`src/rtl/wake_pkg.sv`:
```
package wake_pkg;
    // Trigger type applied by a qualifier
    typedef enum logic [1:0] {
        TRIG_LEVEL = 2'd0,
        TRIG_RISE  = 2'd1,
        TRIG_BOTH  = 2'd2
    } trig_e;

    localparam int REG_W  = 8;
    localparam int ADDR_W = 2;
    localparam int WF_W   = 6;
    localparam int EN_W   = 5;
    localparam int CFG_W  = 5;

    // Register addresses
    localparam logic [ADDR_W-1:0] A_WFLAG = 2'd0;
    localparam logic [ADDR_W-1:0] A_RFLAG = 2'd1;
    localparam logic [ADDR_W-1:0] A_WEN   = 2'd2;
    localparam logic [ADDR_W-1:0] A_CFG   = 2'd3;

    // Wake flag and enable bit positions
    localparam int B_TMR  = 5;
    localparam int B_RX   = 4;
    localparam int B_PB   = 3;
    localparam int B_IN4  = 2;
    localparam int B_IN52 = 1;
    localparam int B_SRC0 = 0;

    // Reset flag bit positions
    localparam int R_PIN = 6;
    localparam int R_SW  = 5;
    localparam int R_EMU = 3;
    localparam logic [REG_W-1:0] RFLAG_MASK = 8'b0110_1000;

    // Configuration bit positions
    localparam int C_ARM  = 0;
    localparam int C_SEL  = 1;
    localparam int C_IN4  = 2;
    localparam int C_IN52 = 3;
    localparam int C_IN55 = 4;

    // Synchronized source indices
    localparam int NSRC   = 8;
    localparam int S_PB   = 0;
    localparam int S_RX   = 1;
    localparam int S_IN4  = 2;
    localparam int S_IN52 = 3;
    localparam int S_IN55 = 4;
    localparam int S_OPT  = 5;
    localparam int S_RPIN = 6;
    localparam int S_EMU  = 7;
endpackage

```
`src/rtl/wake_sync.sv`:
```
// wake_sync: two-flop synchronizer for a vector of asynchronous pins.
// Assumes each bit is independent; the reset value per bit is the idle level.
module wake_sync #(
    parameter int              W       = 8,
    parameter logic [W-1:0]    RST_VAL = '0
) (
    input  logic         clk,
    input  logic         rst_n,
    input  logic [W-1:0] async_i,
    output logic [W-1:0] sync_o
);
    logic [W-1:0] meta_q;
    logic [W-1:0] stab_q;

    // Two capture stages toward the clock domain
    always_ff @(posedge clk) begin
        if (!rst_n) begin
            meta_q <= RST_VAL;
            stab_q <= RST_VAL;
        end else begin
            meta_q <= async_i;
            stab_q <= meta_q;
        end
    end

    assign sync_o = stab_q;
endmodule

```
`src/rtl/wake_qual.sv`:
```
// wake_qual: turns one synchronized pin into a single-cycle qualified event.
// Level and rising types fire once per high period; the either-edge type
// fires once per change of level. The condition must hold HOLD consecutive
// cycles; any break restarts the count. Assumes HOLD >= 1.
module wake_qual
    import wake_pkg::*;
#(
    parameter trig_e       TRIG = TRIG_LEVEL,
    parameter int unsigned HOLD = 1,
    parameter logic        IDLE = 1'b0
) (
    input  logic clk,
    input  logic rst_n,
    input  logic pin_s,
    output logic fire_o
);
    localparam int   CW      = (HOLD < 2) ? 1 : $clog2(HOLD);
    localparam logic REF_RST = (TRIG == TRIG_LEVEL) ? 1'b0 :
                               (TRIG == TRIG_RISE)  ? 1'b1 : IDLE;
    localparam logic [CW-1:0] LAST = CW'(HOLD - 1);

    logic          ref_q;
    logic [CW-1:0] cnt_q;
    logic          cond;

    // Pending condition: level differs from reference (either edge) or high while unarmed
    always_comb begin
        if (TRIG == TRIG_BOTH) cond = (pin_s != ref_q);
        else                   cond = pin_s & ~ref_q;
        fire_o = cond && (cnt_q == LAST);
    end

    // Hold counter and reference level
    always_ff @(posedge clk) begin
        if (!rst_n) begin
            ref_q <= REF_RST;
            cnt_q <= '0;
        end else if (fire_o) begin
            cnt_q <= '0;
            ref_q <= (TRIG == TRIG_BOTH) ? pin_s : 1'b1;
        end else if (cond) begin
            cnt_q <= cnt_q + 1'b1;
        end else begin
            cnt_q <= '0;
            if (TRIG != TRIG_BOTH && !pin_s) ref_q <= 1'b0;
        end
    end
endmodule

```
`src/rtl/wake_regs.sv`:
```
// wake_regs: enable, configuration and flag registers plus wake request.
// Gates qualified events by enable, input mode and sleep state, selects
// the shared flag-0 source, and applies write-one-to-clear with set priority.
// Assumes bus signals are synchronous to clk.
module wake_regs
    import wake_pkg::*;
(
    input  logic              clk,
    input  logic              rst_n,
    input  logic              sleep_i,
    input  logic [NSRC-1:0]   fire_i,
    input  logic              tmr_expire_i,
    input  logic              sw_rst_i,
    input  logic              reg_we_i,
    input  logic [ADDR_W-1:0] reg_waddr_i,
    input  logic [REG_W-1:0]  reg_wdata_i,
    input  logic [ADDR_W-1:0] reg_raddr_i,
    output logic [REG_W-1:0]  reg_rdata_o,
    output logic [WF_W-1:0]   wflag_o,
    output logic [REG_W-1:0]  rflag_o,
    output logic              wake_req_o
);
    localparam logic [WF_W-1:0] AWAKE_MASK = WF_W'(1) << B_PB;

    logic [EN_W-1:0]  en_q;
    logic [CFG_W-1:0] cfg_q;
    logic [WF_W-1:0]  wflag_q;
    logic [REG_W-1:0] rflag_q;
    logic             wake_q;
    logic [WF_W-1:0]  ev;
    logic [WF_W-1:0]  wset;
    logic [WF_W-1:0]  wclr;
    logic [REG_W-1:0] rset;
    logic [REG_W-1:0] rclr;

    // Enabled wake events per flag position
    always_comb begin
        ev          = '0;
        ev[B_TMR]   = tmr_expire_i & cfg_q[C_ARM];
        ev[B_RX]    = fire_i[S_RX] & en_q[B_RX];
        ev[B_PB]    = fire_i[S_PB] & en_q[B_PB];
        ev[B_IN4]   = fire_i[S_IN4] & en_q[B_IN4] & cfg_q[C_IN4];
        ev[B_IN52]  = fire_i[S_IN52] & en_q[B_IN52] & cfg_q[C_IN52];
        ev[B_SRC0]  = en_q[B_SRC0] &
                      (cfg_q[C_SEL] ? (fire_i[S_IN55] & cfg_q[C_IN55]) : fire_i[S_OPT]);
        wset        = sleep_i ? ev : (ev & AWAKE_MASK);
        wclr        = (reg_we_i && reg_waddr_i == A_WFLAG) ? reg_wdata_i[WF_W-1:0] : '0;
        rset        = '0;
        rset[R_PIN] = fire_i[S_RPIN];
        rset[R_SW]  = sw_rst_i;
        rset[R_EMU] = fire_i[S_EMU];
        rclr        = (reg_we_i && reg_waddr_i == A_RFLAG) ? (reg_wdata_i & RFLAG_MASK) : '0;
    end

    // Register state: control writes, sticky flags, wake request
    always_ff @(posedge clk) begin
        if (!rst_n) begin
            en_q    <= '0;
            cfg_q   <= '0;
            wflag_q <= '0;
            rflag_q <= '0;
            wake_q  <= 1'b0;
        end else begin
            if (reg_we_i && reg_waddr_i == A_WEN) en_q  <= reg_wdata_i[EN_W-1:0];
            if (reg_we_i && reg_waddr_i == A_CFG) cfg_q <= reg_wdata_i[CFG_W-1:0];
            wflag_q <= (wflag_q & ~wclr) | wset;
            rflag_q <= (rflag_q & ~rclr) | rset;
            wake_q  <= sleep_i ? (wake_q | (|ev)) : 1'b0;
        end
    end

    // Combinational read mux
    always_comb begin
        case (reg_raddr_i)
            A_WFLAG: reg_rdata_o = REG_W'(wflag_q);
            A_RFLAG: reg_rdata_o = rflag_q;
            A_WEN:   reg_rdata_o = REG_W'(en_q);
            default: reg_rdata_o = REG_W'(cfg_q);
        endcase
    end

    assign wflag_o    = wflag_q;
    assign rflag_o    = rflag_q;
    assign wake_req_o = wake_q;
endmodule

```
`src/rtl/wake_ctl.sv`:
```
// wake_ctl: top of the sleep-mode wake source controller.
// Synchronizes all pins, qualifies each with its own trigger type and
// hold time, and hands qualified events to the register block.
// Assumes clk is the always-on slow clock and CLK_HZ matches it.
module wake_ctl
    import wake_pkg::*;
#(
    parameter int unsigned CLK_HZ   = 32768,
    parameter int unsigned LONG_MS  = 64,
    parameter int unsigned SHORT_US = 2
) (
    input  logic              clk,
    input  logic              rst_n,
    input  logic              sleep_i,
    input  logic              pb_pin_i,
    input  logic              rx_pin_i,
    input  logic              in4_pin_i,
    input  logic              in52_pin_i,
    input  logic              in55_pin_i,
    input  logic              opt_pin_i,
    input  logic              rst_pin_i,
    input  logic              emu_rst_i,
    input  logic              tmr_expire_i,
    input  logic              sw_rst_i,
    input  logic              reg_we_i,
    input  logic [ADDR_W-1:0] reg_waddr_i,
    input  logic [REG_W-1:0]  reg_wdata_i,
    input  logic [ADDR_W-1:0] reg_raddr_i,
    output logic [REG_W-1:0]  reg_rdata_o,
    output logic              wake_req_o
);
    localparam longint unsigned LONG_RAW  = (64'(CLK_HZ) * 64'(LONG_MS) + 64'd999) / 64'd1000;
    localparam longint unsigned SHORT_RAW = (64'(CLK_HZ) * 64'(SHORT_US) + 64'd999999) / 64'd1000000;
    localparam int unsigned LONG_CYC  = (LONG_RAW == 0)  ? 1 : int'(LONG_RAW);
    localparam int unsigned SHORT_CYC = (SHORT_RAW == 0) ? 1 : int'(SHORT_RAW);

    // Per-source trigger type, hold choice and idle level (index = S_*)
    localparam logic [2*NSRC-1:0] TRIG_TAB = {
        2'(TRIG_LEVEL), 2'(TRIG_LEVEL), 2'(TRIG_BOTH), 2'(TRIG_LEVEL),
        2'(TRIG_LEVEL), 2'(TRIG_RISE),  2'(TRIG_BOTH), 2'(TRIG_LEVEL)
    };
    localparam logic [NSRC-1:0] LONG_SEL = 8'b0001_1001;
    localparam logic [NSRC-1:0] IDLE_TAB = 8'b0010_0010;

    logic [NSRC-1:0] pin_v;
    logic [NSRC-1:0] sync_v;
    logic [NSRC-1:0] fire_v;
    logic [WF_W-1:0] wflag;
    logic [REG_W-1:0] rflag;

    // Gather pins in source-index order
    always_comb begin
        pin_v         = '0;
        pin_v[S_PB]   = pb_pin_i;
        pin_v[S_RX]   = rx_pin_i;
        pin_v[S_IN4]  = in4_pin_i;
        pin_v[S_IN52] = in52_pin_i;
        pin_v[S_IN55] = in55_pin_i;
        pin_v[S_OPT]  = opt_pin_i;
        pin_v[S_RPIN] = rst_pin_i;
        pin_v[S_EMU]  = emu_rst_i;
    end

    wake_sync #(.W(NSRC), .RST_VAL(IDLE_TAB)) u_sync (
        .clk     (clk),
        .rst_n   (rst_n),
        .async_i (pin_v),
        .sync_o  (sync_v)
    );

    for (genvar g = 0; g < NSRC; g++) begin : g_qual
        wake_qual #(
            .TRIG (trig_e'(TRIG_TAB[2*g +: 2])),
            .HOLD (LONG_SEL[g] ? LONG_CYC : SHORT_CYC),
            .IDLE (IDLE_TAB[g])
        ) u_q (
            .clk    (clk),
            .rst_n  (rst_n),
            .pin_s  (sync_v[g]),
            .fire_o (fire_v[g])
        );
    end

    wake_regs u_regs (
        .clk          (clk),
        .rst_n        (rst_n),
        .sleep_i      (sleep_i),
        .fire_i       (fire_v),
        .tmr_expire_i (tmr_expire_i),
        .sw_rst_i     (sw_rst_i),
        .reg_we_i     (reg_we_i),
        .reg_waddr_i  (reg_waddr_i),
        .reg_wdata_i  (reg_wdata_i),
        .reg_raddr_i  (reg_raddr_i),
        .reg_rdata_o  (reg_rdata_o),
        .wflag_o      (wflag),
        .rflag_o      (rflag),
        .wake_req_o   (wake_req_o)
    );
endmodule

```
`config.mk`:
```
export PLATFORM = sky130hd
export DESIGN_NAME = wake_ctl
export DESIGN_NICKNAME = d
export VERILOG_FILES = /design/src/rtl/wake_pkg.sv /design/src/rtl/wake_sync.sv /design/src/rtl/wake_qual.sv /design/src/rtl/wake_regs.sv /design/src/rtl/wake_ctl.sv
export SDC_FILE = /design/constraint.sdc
export NUM_CORES = 1
export LEC_CHECK = 0
export ABC_AREA = 1
export BUFFER_PORTS_ARGS = -buffer_cell sky130_fd_sc_hd__buf_2
export CAP_MARGIN = 20
export CORE_ASPECT_RATIO = 0.8
export CORE_UTILIZATION = 26
export CTS_CLUSTER_DIAMETER = 30
export DETAILED_ROUTE_END_ITERATION = 8
export SKIP_CTS_REPAIR_TIMING = 1
export SYNTH_ARGS = -nofsm -noshare
export SYNTH_HDL_FRONTEND = slang
export SYNTH_SLANG_ARGS = --single-unit
export TNS_END_PERCENT = 1
```
`constraint.sdc`:
```
create_clock -name clk -period 1.3 [get_ports clk]
set_input_delay 0.065 -clock clk [delete_from_list [all_inputs] [get_ports clk]]
set_output_delay 0.065 -clock clk [all_outputs]
set_load 0.005 [all_outputs]
```
==> flow_summary.ini <==
[grt]
grt_usage = 0.119
grt_pass1_wl_um = 13300
antenna_found_initial = 0
grt-ovfl-total = 0
grt_pass1_vias = 2966
grt_max_degree = 19

[status]
violations = setup timing
status = complete, but fails checks

[clock_tree]
cts.sinks = 85
cts_inserted_buffers = 9
cts_buffer_depth = 2
cts.reportedPaths.clkPinSlew_ns = 0.06
cts_tree = yes
htreeDepth = 3
root_buffer = clkbuf_16
clkLatencyLatePin_ns = 0.34

[sta]
min_period_over_period = 1.01
period_needed_ns = 1.31
whs_ns = 0.0105
hold_viol_final = 0
slew_violations = 0
rsz0062_at_grt = true
fmaxAchievable_mhz = 764
setup_slack_ns = -0.00943
fin_worst_skew_ns = 0.00661
setup_viol = 1

[hold_path]
min_delay_path_depth = 3
min_to = u_regs.en_q[0]
hold_class = in2reg
min_from = reg_wdata_i[0]

[floorplan]
die_area_sq_mm = 0.0142
io_pins = 35
die_width_um = 133
die_h_um = 107
initial_core_util = 0.272
row_count = 37
core_area_sq_mm = 0.0131

[power_and_ir_drop]
pwr-share-comb = 0.048
ir_drop_uv = 638
leakagePower_nw = 1.98
swShare = 0.217
p_seq_frac = 0.472
clockPowerShare = 0.479
power_switching_mw = 1.24
internal_power_mw = 4.48
power.density_mw_per_mm2 = 1210

[run]
maxCapViolCount = 0

[finish]
area_delta_synth_final_pct = 31.9
final_cells = 732
drive_gt1_frac = 0.224
final_nets = 584
n_antenna_cell = 0

[yosys]
synth_cell_types = 38
synth.largest_area_cell = dfxtp_1
synth_top_area_share = 0.475
synth_area_leaders = dfxtp_1, nand2_1, inv_1
synth_area_sq_mm = 0.00358
synth-seq-area-share = 0.475
synth.avg_cell_area_sq_um = 7.54
synth_seq_cells = 85
syn_inst = 475
yosys_warnings = 0

[setup_path]
cp_num_buf_inv = 3
worstPathMaxFanout = 2
rr_worst_depth = 11
cp-end-kind = register
startpoint_type = register
worstPathArrival_ns = 1.59
critical-path-max-stage-delay_ns = 0.32
cp_slowest_cell = dfxtp_2
r2r_setup_slack_ns = -0.009
cp_cell_sequence = inv_2, ha_4, inv_2, nor2_2, nand2_2, nor2_4, buf_6, nand3_4, nand2_2, nand2_1, nand3_1
worstPathRequired_ns = 1.59
r2r_end = u_regs.wake_req_o
critPathKind = reg2reg
crit_family = simple AND/OR/NAND/NOR gates
worst_r2r_startpoint = g_qual[0].u_q.cnt_q[1]

[place]
place_congestion = 0.825
dp_cells = 703
dp_hpwl_um = 5880
io_buffers = 32

[route]
ant_nets = 0
vias = 3184
vias_per_cell = 4.35
dr.pass1.iters = 4
drtIter0Drc = 149
drt_wl_total_um = 8300
drc = 0
wire_per_inst_um = 11.3
-- tightest hold or removal path, stage by stage --
cell and delay (ns):
buf_2 0.12, inv_1 0.07, a21oi_1 0.06
-- cell type report --
class	count	area (sq um)
inverter	74	278
sequential	85	1710
fill	1389	8430
multi-input combinational	315	1710
timing repair buffer	67	478
tap	175	219
clock inverter	7	100
clock buffer	9	225
-- worst max path at each step --
stage | from | endpoint | cells after the start
2_1_floorplan | g_qual[4].u_q.cnt_q[0] | g_qual[4].u_q.cnt_q[8] | 6
3_3_place_gp | g_qual[0].u_q.cnt_q[1] | g_qual[0].u_q.cnt_q[5] | 9
3_5_place_dp | g_qual[0].u_q.cnt_q[1] | g_qual[0].u_q.cnt_q[5] | 9
4_1_cts | g_qual[0].u_q.cnt_q[1] | g_qual[0].u_q.cnt_q[6] | 9
5_1_grt | g_qual[0].u_q.cnt_q[0] | g_qual[0].u_q.cnt_q[8] | 6
6_report | g_qual[0].u_q.cnt_q[1] | u_regs.wake_req_o | 11
-- registers in the layout, summed over array words and instances, names as in the netlist --
name and cells:
u_regs.en_q 5, g_qual.u_q.cnt_q 41, u_sync.sync_o 8, u_regs.wake_req_o 1, u_sync.meta_q 8, g_qual.u_q.ref_q 8
u_regs.wflag_o 6, u_regs.rflag_o 3, u_regs.cfg_q 5
-- stage by stage --
step	area, sq um	utilization	power, mW	setup slack, ns	TNS [ns]
global route	4720	0.359	5.94	-0.0793	-0.831
floorplan	3600	-	2.88	0.0609	0
global placement	4120	0.313	2.99	0.00662	0
detailed placement	4120	0.313	3.00	-0.0304	-0.142
CTS	4440	0.338	5.77	-0.0630	-0.471
finish	4720	0.359	5.72	-0.00943	-0.00943
-- Yosys cell counts --
master	instances
nand2_1	94
dfxtp_1	85
inv_1	72
nor2_1	51
a21oi_1	33
nand3_1	32
o21ai_0	27
nor3_1	13
nand4_1	8
xor2_1	8
ha_1	6
or2_2	5
nand2_2	4
o211ai_1	4
xnor2_1	3
buf_2	2
buf_6	2
nand3_2	2
nand3b_1	2
nor2_2	2
nor3_2	2
nor3b_1	2
a21oi_2	1
and3_1	1
buf_1	1
buf_4	1
clkbuf_1	1
clkinv_1	1
conb_1	1
inv_2	1
nand4_2	1
nor2_4	1
nor3_4	1
o2111ai_1	1
o21ai_1	1
o22ai_1	1
o31ai_1	1
or2_0	1
-- power groups by stage --
stage	combinational [mW]	sequential (mW)	clock, mW
floorplan	0.133	2.75	0
global placement	0.238	2.75	0
detailed placement	0.241	2.76	0
CTS	0.242	2.70	2.83
global route	0.314	2.71	2.91
finish	0.277	2.70	2.74
-- cell families (layout without fill, tap and decap cells) --
family	count (synthesis)	count (layout)	synth area share
buf+inv	81	157	0.0909
fa+ha+maj	6	6	0.0210
simple gates	222	223	0.282
compound gates	69	69	0.102
xor+xnor	11	11	0.0269
flops	85	85	0.475
other cells	1	6	0.00105
-- layer usage --
metal / vias up / routed length (um) / share of wire / track usage
met5: - / 0 / 0 / 0
li1: 1658 / - / - / -
met1: 1448 / 3930 / 0.47 / 0.146
met2: 69 / 3840 / 0.46 / 0.193
met3: 9 / 436 / 0.053 / 0.0407
met4: 0 / 98 / 0.012 / 0.0390
-- layout by cell type, fill, tap and decap left out, types with 11 or more instances in the layout --
master	count
nand2_1	90
dfxtp_1	78
inv_1	70
nor2_1	46
buf_2	32
nand3_1	29
a21oi_1	29
o21ai_0	26
buf_4	19
dlygate4sd3_1	11
Power figures use the tool's default switching activity.
